`src/rtl/wmp_pkg.sv`:
```
package wmp_pkg;

  // Rows left after one 3:2 layer acting on n rows.
  function automatic int rows_next(input int n);
    return (n / 3) * 2 + (n % 3);
  endfunction

  // Row count after l layers, starting from n rows.
  function automatic int rows_at(input int n, input int l);
    int r;
    r = n;
    for (int k = 0; k < l; k++) r = rows_next(r);
    return r;
  endfunction

  // Layers needed to bring n rows down to two.
  function automatic int layers_for(input int n);
    int r;
    int k;
    r = n;
    k = 0;
    while (r > 2) begin
      r = rows_next(r);
      k++;
    end
    return k;
  endfunction

endpackage

```
`src/rtl/wmp_pp_gen.sv`:
```
module wmp_pp_gen #(
  parameter int W  = 8,
  localparam int PW = 2 * W
) (
  input  logic [W-1:0]          mcand,
  input  logic [W-1:0]          mplier,
  output logic [W-1:0][PW-1:0]  rows
);
  for (genvar j = 0; j < W; j++) begin : g_row
    assign rows[j] = PW'(mcand & {W{mplier[j]}}) << j;
  end
endmodule

```
`src/rtl/wmp_csa_tree.sv`:
```
module wmp_csa_tree
  import wmp_pkg::*;
#(
  parameter int W  = 8,
  localparam int PW = 2 * W,
  localparam int NL = layers_for(W)
) (
  input  logic [W-1:0][PW-1:0] rows_in,
  output logic [PW-1:0]        sum_row,
  output logic [PW-1:0]        carry_row
);
  // Bitwise 3:2 compression: parity stays in place, majority moves up one column.
  function automatic logic [PW-1:0] cmp_sum(input logic [PW-1:0] a, b, c);
    return a ^ b ^ c;
  endfunction

  function automatic logic [PW-1:0] cmp_carry(input logic [PW-1:0] a, b, c);
    return ((a & b) | (b & c) | (a & c)) << 1;
  endfunction

  logic [W-1:0][PW-1:0] lvl [NL+1];

  assign lvl[0] = rows_in;

  for (genvar l = 0; l < NL; l++) begin : g_layer
    localparam int NIN  = rows_at(W, l);
    localparam int NG   = NIN / 3;
    localparam int NOUT = rows_next(NIN);
    for (genvar g = 0; g < NG; g++) begin : g_grp
      assign lvl[l+1][2*g]   = cmp_sum  (lvl[l][3*g], lvl[l][3*g+1], lvl[l][3*g+2]);
      assign lvl[l+1][2*g+1] = cmp_carry(lvl[l][3*g], lvl[l][3*g+1], lvl[l][3*g+2]);
    end
    for (genvar r = 0; r < NIN - 3*NG; r++) begin : g_pass
      assign lvl[l+1][2*NG+r] = lvl[l][3*NG+r];
    end
    for (genvar z = NOUT; z < W; z++) begin : g_zero
      assign lvl[l+1][z] = '0;
    end
  end

  assign sum_row   = lvl[NL][0];
  assign carry_row = lvl[NL][1];
endmodule

```
`src/rtl/wmp_prefix_add.sv`:
```
module wmp_prefix_add #(
  parameter int N  = 16,
  localparam int LV = $clog2(N)
) (
  input  logic [N-1:0] x,
  input  logic [N-1:0] y,
  output logic [N-1:0] s
);
  logic [N-1:0] gk [LV+1];
  logic [N-1:0] pk [LV+1];
  logic [N-1:0] cin;

  assign gk[0] = x & y;
  assign pk[0] = x ^ y;

  for (genvar k = 0; k < LV; k++) begin : g_lvl
    localparam int D = 1 << k;
    for (genvar i = 0; i < N; i++) begin : g_bit
      if (i >= D) begin : g_merge
        assign gk[k+1][i] = gk[k][i] | (pk[k][i] & gk[k][i-D]);
        assign pk[k+1][i] = pk[k][i] & pk[k][i-D];
      end else begin : g_copy
        assign gk[k+1][i] = gk[k][i];
        assign pk[k+1][i] = pk[k][i];
      end
    end
  end

  // Carry into bit i is the group generate of bits i-1..0; carry out is dropped.
  assign cin = {gk[LV][N-2:0], 1'b0};
  assign s   = pk[0] ^ cin;
endmodule

```
`src/rtl/wallace_mul_pipe.sv`:
```
module wallace_mul_pipe #(
  parameter int W  = 8,
  localparam int PW = 2 * W
) (
  input  logic          clk,
  input  logic          rst,
  input  logic          in_valid,
  input  logic [W-1:0]  op_a,
  input  logic [W-1:0]  op_b,
  output logic          out_valid,
  output logic [PW-1:0] product
);
  logic [W-1:0][PW-1:0] pp_rows;
  logic [PW-1:0] red_sum, red_carry;
  logic [PW-1:0] mid_sum, mid_carry;
  logic          mid_valid;
  logic [PW-1:0] resolved;

  wmp_pp_gen #(.W(W)) u_pp (
    .mcand (op_a),
    .mplier(op_b),
    .rows  (pp_rows)
  );

  wmp_csa_tree #(.W(W)) u_tree (
    .rows_in  (pp_rows),
    .sum_row  (red_sum),
    .carry_row(red_carry)
  );

  // Stage 1: redundant pair
  always_ff @(posedge clk) begin
    if (rst) begin
      mid_valid <= 1'b0;
      mid_sum   <= '0;
      mid_carry <= '0;
    end else begin
      mid_valid <= in_valid;
      if (in_valid) begin
        mid_sum   <= red_sum;
        mid_carry <= red_carry;
      end
    end
  end

  wmp_prefix_add #(.N(PW)) u_add (
    .x(mid_sum),
    .y(mid_carry),
    .s(resolved)
  );

  // Stage 2: resolved product
  always_ff @(posedge clk) begin
    if (rst) begin
      out_valid <= 1'b0;
      product   <= '0;
    end else begin
      out_valid <= mid_valid;
      if (mid_valid) product <= resolved;
    end
  end
endmodule

```
`config.mk`:
```
export PLATFORM = sky130hd
export DESIGN_NAME = wallace_mul_pipe
export DESIGN_NICKNAME = d
export VERILOG_FILES = /design/src/rtl/wmp_pkg.sv /design/src/rtl/wmp_pp_gen.sv /design/src/rtl/wmp_csa_tree.sv /design/src/rtl/wmp_prefix_add.sv /design/src/rtl/wallace_mul_pipe.sv
export SDC_FILE = /design/constraint.sdc
export NUM_CORES = 1
export LEC_CHECK = 0
export BUFFER_PORTS_ARGS = -buffer_cell sky130_fd_sc_hd__buf_2
export CORE_UTILIZATION = 47
export CTS_CLUSTER_SIZE = 25
export DETAILED_ROUTE_END_ITERATION = 10
export GPL_ROUTABILITY_DRIVEN = 0
export PLACE_DENSITY = 0.73
export SLEW_MARGIN = 20
export SYNTH_ARGS = -nofsm -noshare
export SYNTH_HDL_FRONTEND = slang
export SYNTH_HIERARCHICAL = 1
export SYNTH_SLANG_ARGS = --single-unit
```
`constraint.sdc`:
```
create_clock -name clk -period 4.1 [get_ports clk]
set_input_delay 0.82 -clock clk [delete_from_list [all_inputs] [get_ports clk]]
set_output_delay 0.82 -clock clk [all_outputs]
set_load 0.01 [all_outputs]
```
* Word level (Yosys, flattened, before mapping)
Cells that the tools add are included.
** Storage, ports and cells
- Register bits :: 49
- Input port bits :: 19
- Output and inout port bits :: 17
- Logic and storage cells :: 179
** Cells by class
- Bitwise operators :: 174
** Operators with widths (count)
- 15-bit bitwise AND :: 11
- 15-bit bitwise OR :: 10
- 16-bit bitwise XOR :: 8
- 1-bit bitwise AND :: 76
- 8-bit bitwise AND :: 8
- 1-bit bitwise OR :: 45
- 16-bit by 14-bit bitwise XOR with 16-bit output :: 1
- 16-bit by 15-bit bitwise XOR with 16-bit output :: 1
- 14-bit by 15-bit bitwise AND with 15-bit output :: 1
- 15-bit by 14-bit bitwise AND with 15-bit output :: 1
- 15-bit by 10-bit bitwise OR with 15-bit output :: 1
- 15-bit by 13-bit bitwise OR with 15-bit output :: 1
- 11-bit by 13-bit bitwise AND with 13-bit output :: 1
- 12-bit by 13-bit bitwise AND with 13-bit output :: 1
- 12-bit by 13-bit bitwise XOR with 13-bit output :: 1
- 11-bit by 12-bit bitwise AND with 12-bit output :: 1
- 11-bit by 12-bit bitwise XOR with 12-bit output :: 1
- 8-bit by 10-bit bitwise AND with 10-bit output :: 1
- 9-bit by 10-bit bitwise AND with 10-bit output :: 1
- 9-bit by 10-bit bitwise XOR with 10-bit output :: 1
- 8-bit by 9-bit bitwise AND with 9-bit output :: 1
- 8-bit by 9-bit bitwise XOR with 9-bit output :: 1

* Logic depth before layout (Yosys ltp)
Gate-level depths: netlist (run 1).
- Word-level depth :: 13
- Gate-level depth with buffers :: 12
- Mapped depth without buffers :: 11

* Cells and area by module
The synthesis (run 1) kept the hierarchy.
** By module, submodules not included
- wmp_csa_tree :: instances 1, cells an instance 245, area each 2438.6 um^2, sequential area each 0.0 um^2
- wallace_mul_pipe :: instances 1, cells an instance 160, area each 1805.5 um^2, sequential area each 1001.0 um^2
- wmp_pp_gen :: instances 1, cells an instance 129, area each 884.6 um^2, sequential area each 0.0 um^2
- wmp_prefix_add :: instances 1, cells an instance 90, area each 686.9 um^2, sequential area each 0.0 um^2

* Worst setup path before layout (run 1)
OpenSTA, ideal clock, no wires.
- Path kind :: input-to-reg
- From :: input op_b[3]
- To :: register mid_sum[5]
- Setup time :: 0.117 ns
- Data arrival time :: 3.139 ns
- Required time :: 3.983 ns
- Path slack :: 0.844 ns
- Cell stages on the path :: 9
- Buffers on the path :: 0
- Path through :: and2_1 -> fa_1 -> inv_1 -> fa_1 -> fa_1 -> inv_1 -> fa_1 -> mux2i_1 -> nor2_1
** On the way
- Longest elaborated chain between the ends :: 11
- Elaborated cells between the ends (all ways) :: 27
- Classes of those cells :: 27 x bitwise
** Ends and longest elaborated chain
- from (decl) :: RTL line wallace_mul_pipe.sv:9 : input logic [W-1:0] op_b,
- 8-bit bitwise AND * :: RTL line wmp_pp_gen.sv:10 : assign rows[j] = PW'(mcand & {W{mplier[j]}}) << j;
- 11-bit by 12-bit bitwise XOR with 12-bit output / 11-bit by 12-bit bitwise AND with 12-bit output (equally long branches) :: RTL line wmp_csa_tree.sv:14, wmp_csa_tree.sv:18
- 12-bit by 13-bit bitwise XOR with 13-bit output / 15-bit bitwise OR (equally long branches) :: RTL line wmp_csa_tree.sv:14, wmp_csa_tree.sv:18
- 15-bit bitwise AND / 15-bit by 13-bit bitwise OR with 15-bit output (equally long branches) :: RTL line wmp_csa_tree.sv:18 : return ((a & b) | (b & c) | (a & c)) << 1;
- 15-bit bitwise OR / 16-bit by 14-bit bitwise XOR with 16-bit output (equally long branches) :: RTL line wmp_csa_tree.sv:18, wmp_csa_tree.sv:14
- 15-bit bitwise OR / 16-bit by 15-bit bitwise XOR with 16-bit output (equally long branches) :: RTL line wmp_csa_tree.sv:18, wmp_csa_tree.sv:14
- 15-bit bitwise AND :: RTL line wmp_csa_tree.sv:18
- 15-bit bitwise OR (2 in a row) :: RTL line wmp_csa_tree.sv:18
- 16-bit bitwise XOR :: RTL line wmp_csa_tree.sv:14 : return a ^ b ^ c;
- 16-bit bitwise XOR * :: RTL line wmp_csa_tree.sv:14
- named net red_sum[5] :: RTL line wallace_mul_pipe.sv:14 : logic [PW-1:0] red_sum, red_carry;
- to (signal assigned) :: RTL line wallace_mul_pipe.sv:40 : mid_sum <= red_sum;
- to (decl) :: RTL line wallace_mul_pipe.sv:15 : logic [PW-1:0] mid_sum, mid_carry;
Mark *: on every way through the listed nets, which the timed path passes. The rest lies on a longest branch.
A chain may end at the register's enable or synchronous reset.

==> results by group, run 1 <==
Run status
  • Outcome: completed

Critical path
  • CP Buf/Inv Count: 3
  • Worst EP arrival: 3.45 ns
  • Delay-heaviest family, CP: adder cells
  • Most Frequent Cell on Critical Path: fa_1
  • CP max stage cell: fa_1
  • Crit-path cells: buf_2, and2_1, fa_1, inv_1, fa_1, fa_1, inv_1, fa_1, mux2i_1, nor2_1
  • Maximum fanout along the worst path: 8
  • Startpoint Class: primary input
  • CP max stage delay: 0.54 ns
  • Critical R2R Launch: mid_carry[0]
  • Crit end category: register
  • Critical path data required time: 4.24 ns
  • Critical path class: primary input to register
  • Worst setup path startpoint: op_b[3]

Clock tree
  • Clock Sinks: 50
  • Clk buf depth: 2
  • Reg clk slew, reported paths: 0.07 ns
  • Post-CTS setup repair buffer count: 0
  • Clk Tree Root Cell: clkbuf_16
  • Quantity of hold-fixing buffers added after cts: 0
  • Num CTS Buffers: 5
  • Post_cts resized: 0
  • Clk_lat worst skew: 0.29 ns
  • CTS tree: done
  • Htree depth: 2

Power and ir drop
  • Worst VDD drop: 0.000210 V
  • Lkg Pwr: 2.94 nW
  • Pwr Density: 412 nW/µm²

Timing
  • Setup TNS Final: 0 ns
  • Period utilization: 0.807
  • F_max: 0.302 GHz
  • Max-slew violations: 0
  • Setup-failing EPs final: 0
  • RSZ-0062 raised after global routing: false
  • Min Clock Period, post-route: 3.31 ns
  • Worst rel slew slack: 0.354
  • Skew final: 0.00397 ns
  • Fin. Hold Viols: 0
  • Worst slew pin tran: 0.969 ns

Placed design
  • # port buffers: 35
  • Post-DP Area: 5790 µm²
  • HPWL Detailed: 7670 µm

Yosys
  • Syn. warnings: 6
  • Synth Flop Type: dfxtp_1
  • FFs w/ async S/R, synth: 0
  • Area contributors post-synth: fa_1, dfxtp_1, inv_1, buf_4, mux2i_1
  • Area share of the largest cell type after synthesis: 0.299
  • Synthesized area: 5820 µm²
  • Compound-cell area share of the yosys netlist: 0.0445
  • Syn Inst Count: 624
  • Synth Area in Simple Gates: 0.117
  • Register area share after synthesis: 0.172
  • Cell taking the most area after synthesis: fa_1
  • Mux contribution to synthesized area: 0.0826
  • Main combinational cell family by area after synthesis: adder cells
  • Synth Register Bits: 50
  • Adder-Cell Fraction of Synth Area: 0.338
  • Synth Area in XOR/XNOR: 0.0432
  • Yosys cell types: 35
  • Number of synthesized flops with an enable pin: 0
  • Avg Inst Size Synth: 9.32 µm²

Floorplanning
  • Width of the die: 113 µm
  • Die footprint: 12800 µm²
  • FP Rows: 40
  • Core Region: 12000 µm²
  • Die Ht: 113 µm
  • Num ports: 36
  • Starting Density: 0.484

Global routing
  • Gr ovfl total: 0
  • Total GRT Usage: 0.159
  • First-pass GRT wire length: 16400 µm
  • Largest net degree at the start of global routing: 51
  • Vias in the first global route: 3803
  • Antenna violations before repair: 0

Route
  • Post-DRT Antenna Nets: 0
  • DRT Wirelength: 9290 µm
  • Routed via count: 3573
  • Residual DRC: 0
  • DR WL/cell: 11.6 µm
  • 1st-iter DRT viols: 116
  • Vias per inst: 4.47
  • DRT Pass-1 Iters: 4

Flow run
  • Max Cap Viol: 0

Layout
  • Fin util: 0.496
  • N_diodes: 0
  • Nets@finish: 776
  • Final instance area: 5960 µm²
  • Share of cells above drive strength 1: 0.0720
  • Synthesis-to-layout area growth: 2.52%

Worst hold path
  • Hold_sp: product[15]
  • Hold crit path type: register to register
## synth_stat cells (all sizes together), types with 3 or more instances
cell type and n:
xor2 6, a21oi 10, nor2 57, xnor2 15, ha 18, nand2 4, o21bai 3, nor2b 3
mux2i 48, o21ai 10, dfxtp 50, xnor3 3, buf 77, and2 65, a211oi 4, inv 145
a21o 4, fa 87
## through the flow
step | hold WS [ns] | total power (W) | std cells | setup slack [ns]
finish | 0.497 | 0.00246 | 800 | 0.792
floorplan | 0.465 | 0.00174 | 688 | 0.844
global route | 0.531 | 0.00272 | 800 | 0.695
CTS | 0.502 | 0.00247 | 800 | 0.768
global placement | 0.470 | 0.00194 | 792 | 0.525
detailed placement | 0.485 | 0.00198 | 792 | 0.474
## placed cells by master (no fill, tap or decap), types with 4 or more instances in the layout
cell,count
a21oi_1,10
fa_1,87
inv_1,145
and2_1,65
conb_1,66
xor2_1,6
dfxtp_1,50
buf_2,35
nand2_1,4
clkbuf_16,5
nor2_1,57
xnor2_1,15
mux2i_1,48
o21ai_0,8
ha_1,18
## layout make-up
class / count / area, µm²
Timing Repair Buffer: 35 / 175
Clock inverter: 3 / 48.8
Clock buffer: 5 / 125
Tap cell: 147 / 184
Sequential cell: 50 / 1000
Inverter: 145 / 544
Multi-Input combinational cell: 415 / 3880
Fill cell: 1159 / 6050
## report_power, final
group	total, W	internal (W)	leakage, nW	switching [W]
Combinational	0.00129	0.000595	2.45	0.000691
Sequential	0.000688	0.000611	0.410	0.0000764
Clock	0.000483	0.000292	0.0819	0.000191
## final timing paths
| path | endpoint | slack (ns) | cells after the start |
|---|---|---|---|
| max | mid_sum[6] | 0.79 | 10 |
| min reg2reg | product[15] | 0.50 | 2 |
| min | product[15] | 0.50 | 2 |
| max reg2reg | product[14] | 1.55 | 9 |
## sequential cells by signal (all words and copies together), names as in the netlist
name,flops
product,16
mid_sum,16
mid_valid,1
out_valid,1
mid_carry,16
## layer usage
layer  global-route usage  share of wire  vias up
met2                0.325           0.58       26
met5                    0              0        -
met3               0.0193          0.014        7
met4               0.0272         0.0074        0
li1                     -              -     1772
met1                0.176           0.40     1768
## cell families (layout without fill, tap and decap cells)
group / count (synthesis) / after routing
DFF: 50 / 50
and+or+nand+nor: 133 / 133
AOI/OAI and AO/OA: 39 / 39
buffers and inverters: 223 / 188
xor gates and xnor gates: 24 / 24
other: 2 / 66
adders and majority gates: 105 / 105
muxes: 48 / 48
## worst register-to-register path, stage by stage, from the launching register on
cell,delay [ns]
dfxtp_1,0.32
ha_1,0.24
fa_1,0.44
a211oi_1,0.36
o21ai_0,0.18
a21oi_1,0.32
o21ai_0,0.17
xor2_1,0.17
mux2i_1,0.15
nor2_1,0.06
(Power assumes the default switching activity.)
==> run 2, diff against run 1 <==
--- a/config.mk
+++ b/config.mk
@@ -10,7 +10,7 @@
 export CTS_CLUSTER_SIZE = 25
 export DETAILED_ROUTE_END_ITERATION = 10
 export GPL_ROUTABILITY_DRIVEN = 0
-export PLACE_DENSITY = 0.73
+export PLACE_DENSITY = 0.76
 export SLEW_MARGIN = 20
 export SYNTH_ARGS = -nofsm -noshare
 export SYNTH_HDL_FRONTEND = slang
==> constraint.sdc (replaced) <==
create_clock -name clk -period 2.75 [get_ports clk]
set_input_delay 0.55 -clock clk [delete_from_list [all_inputs] [get_ports clk]]
set_output_delay 0.55 -clock clk [all_outputs]
set_load 0.01 [all_outputs]
==> run 2 against run 1 <==
The flow now finishes with violations (setup timing); sequential share of layout area fell by 0.74 points; first-iteration DRC count rose by 0.86%; non-clock buffer count rose by 12.
==> results by group, run 2 (synthesized netlist as in run 1, its figures left out) <==
Power and ir drop
  • Clock group share of total power: 0.158 (-0.039)
  • Internal power: 0.00221 W (+47%)
  • Register share of total power: 0.282 (+0.002)
  • Lkg Pwr: 3.03 nW (+3.1%)
  • Switch Pwr: 0.00142 W (+48%)
  • Pwr Density: 582 nW/µm² (+41%)
  • Logic pwr share: 0.560 (+0.037)
  • Tot Pwr: 0.00363 W (+48%)
  • Worst VDD drop: 0.000268 V (+28%)
  • Sw Share: 0.391 (+0.00133)

Placed design
  • Placed insts: 800 (+1.0%)
  • Post-DP Area: 5890 µm² (+1.8%)
  • # port buffers: 35 (unchanged)
  • HPWL Detailed: 7690 µm (+0.27%)

Timing
  • Final setup margin: -0.235 ns (-1.03 ns)
  • WHS: 0.486 ns (-0.0111 ns)
  • Worst slew pin tran: 0.915 ns (-0.0534 ns)
  • Worst rel slew slack: 0.389 (+0.0348)
  • F_max: 0.335 GHz
  • Max-slew violations: 0 (unchanged)
  • Period utilization: 1.09
  • Setup TNS Final: -2.33 ns (-2.33 ns)
  • RSZ-0062 raised after global routing: true
  • Setup-failing EPs final: 18 (+18)
  • Min Clock Period, post-route: 2.98 ns
  • Skew final: 0.00362 ns (-0.000348 ns)
  • Fin. Hold Viols: 0 (unchanged)

Critical path
  • Worst R2R Setup Slack: 0.22 ns (-1.33 ns)
  • Most Frequent Cell on Critical Path: fa_2
  • CP max stage delay: 0.54 ns (about the same)
  • Crit end category: register
  • Worst setup path endpoint: mid_sum[11]
  • Crit-path cells: buf_12, buf_12, and2_4, fa_2, inv_2, fa_1, fa_2, inv_2, fa_2, mux2i_1, nor2_1
  • Startpoint Class: primary input
  • CP max stage cell: fa_2
  • Worst setup path startpoint: op_b[4]
  • Worst EP arrival: 3.12 ns (-0.33 ns)
  • Worst r2r path cells: 9 (unchanged)
  • Critical R2R Launch: mid_carry[0]
  • R2r endpoint: product[14]
  • Delay-heaviest family, CP: adder cells
  • Critical path data required time: 2.89 ns (-1.35 ns)
  • CP Depth: 11 (+1)
  • Maximum fanout along the worst path: 5 (-3)
  • Critical path class: primary input to register
  • CP Buf/Inv Count: 4 (+1)

Clock tree
  • Htree depth: 2 (unchanged)
  • Clk_lat worst skew: 0.28 ns (about the same)
  • Clk buf depth: 2 (unchanged)
  • CTS tree: done
  • Clk Tree Root Cell: clkbuf_16
  • Num CTS Buffers: 5 (unchanged)
  • Quantity of hold-fixing buffers added after cts: 0 (unchanged)
  • Reg clk slew, reported paths: 0.06 ns (about the same)
  • Clock Sinks: 50 (unchanged)

Floorplanning
  • Starting Density: 0.484 (unchanged)
  • Core Region: 12000 µm² (unchanged)
  • FP Rows: 40 (unchanged)
  • Die Ht: 113 µm (unchanged)
  • Width of the die: 113 µm (unchanged)
  • Num ports: 36 (unchanged)
  • Die footprint: 12800 µm² (unchanged)

Global routing
  • First-pass GRT wire length: 16600 µm (+1.1%)
  • Antenna violations before repair: 0 (unchanged)
  • Gr ovfl total: 0 (unchanged)
  • Largest net degree at the start of global routing: 51 (unchanged)
  • Vias in the first global route: 3861 (+1.5%)
  • Total GRT Usage: 0.161 (+0.00164)

Worst hold path
  • Hold crit path type: register to register

Route
  • Vias per inst: 4.56 (+2.1%)
  • 1st-iter DRT viols: 117 (+0.86%)
  • DRT Pass-1 Iters: 4 (unchanged)
  • Residual DRC: 0 (unchanged)
  • DR WL/cell: 11.7 µm (+0.62%)
  • Post-DRT Antenna Nets: 0 (unchanged)
  • DRT Wirelength: 9470 µm (+2.0%)
  • Routed via count: 3697 (+3.5%)

Layout
  • Most frequent cells in the layout: inv_1, fa_1, conb_1
  • Final instance area: 6240 µm² (+4.6%)
  • Fillers: 1082 (-6.6%)
  • Non-Filler Instances: 811 (+1.4%)
  • Most common cell after layout, fill and taps aside: inv_1
  • Area occupied by multi-input gates: 3980 µm² (+2.4%)
  • Nets@finish: 788 (+1.5%)
  • Share of cells above drive strength 1: 0.169 (+0.0967)
  • N_diodes: 0 (unchanged)
  • Synthesis-to-layout area growth: 7.25%
  • Largest regs: mid_carry x16, mid_sum x16, product x16
  • Sequential Area: 1000 µm² (unchanged)

Run status
  • Outcome: finished, violations left
  • Violated checks: setup timing

Flow run
  • Max Cap Viol: 0 (unchanged)
[run 2: cell count changes in the layout (fill, tap and decap cells not counted), moves of 2 or more]
cell      change
fa_1         -18
inv_2        +18
and2_1       -20
buf_8         +6
fa_2         +18
inv_1        -18
and2_4       +20
clkbuf_1      +2
buf_2        -14
buf_6         +7
buf_4        +11
buf_12        +2
[run 2: worst min path at each step]
stage	slack, ns	start	endpoint	cells after the start
global route	0.52	product[10]	product[10]	2
global placement	0.47	product[2]	product[2]	2
CTS	0.49	product[15]	product[15]	2
floorplan	0.46	mid_sum[13]	mid_sum[13]	2
finish	0.49	product[15]	product[15]	2
detailed placement	0.48	product[2]	product[2]	2
[run 2: worst register-to-register path, delay by kind of cell (launching register included)]
kind	cells	cell delay, ns
xor+xnor	1	0.18
flops	1	0.32
simple gates	1	0.05
mux	1	0.14
fa+ha+maj	2	0.67
compound gates	4	1.02
[run 2: timing repair]
item                       CTS  global route
gates resized for setup     53            23
cloned                       0             0
setup endpoints to repair   19            21
pin swaps                   17            12
setup buffers                4             0
[run 2: cell type report]
cell class                      instances  share of cell area
Multi-Input combinational cell        415               0.638
Sequential cell                        50               0.160
Inverter                              145              0.0873
Timing Repair Buffer                   47              0.0636
Tap cell                              147              0.0295
Clock buffer                            7              0.0213
[run 2: power by group through the flow]
stage / Sequential, W / Clock, W / Combinational, W
2_1_floorplan: 0.00102 / 0 / 0.00159
3_3_place_gp: 0.00104 / 0 / 0.00187
3_5_place_dp: 0.00104 / 0 / 0.00194
4_1_cts: 0.00103 / 0.000594 / 0.00200
5_1_grt: 0.00105 / 0.000615 / 0.00234
6_report: 0.00102 / 0.000572 / 0.00203
[run 2: per-stage QoR]
| step | util | setup slack [ns] |
|---|---|---|
| global placement | 0.490 | -0.515 |
| global route | 0.519 | -0.327 |
| floorplan | - | -0.173 |
| CTS | 0.516 | -0.254 |
| detailed placement | 0.490 | -0.564 |
| finish | 0.519 | -0.235 |
[run 2: metal layers]
layer | vias up | global-route usage | wire length (µm)
met5 | - | 0 | 0
met3 | 16 | 0.0230 | 232
met1 | 1837 | 0.180 | 3700
li1 | 1796 | - | -
met2 | 48 | 0.315 | 5390
met4 | 0 | 0.0447 | 158
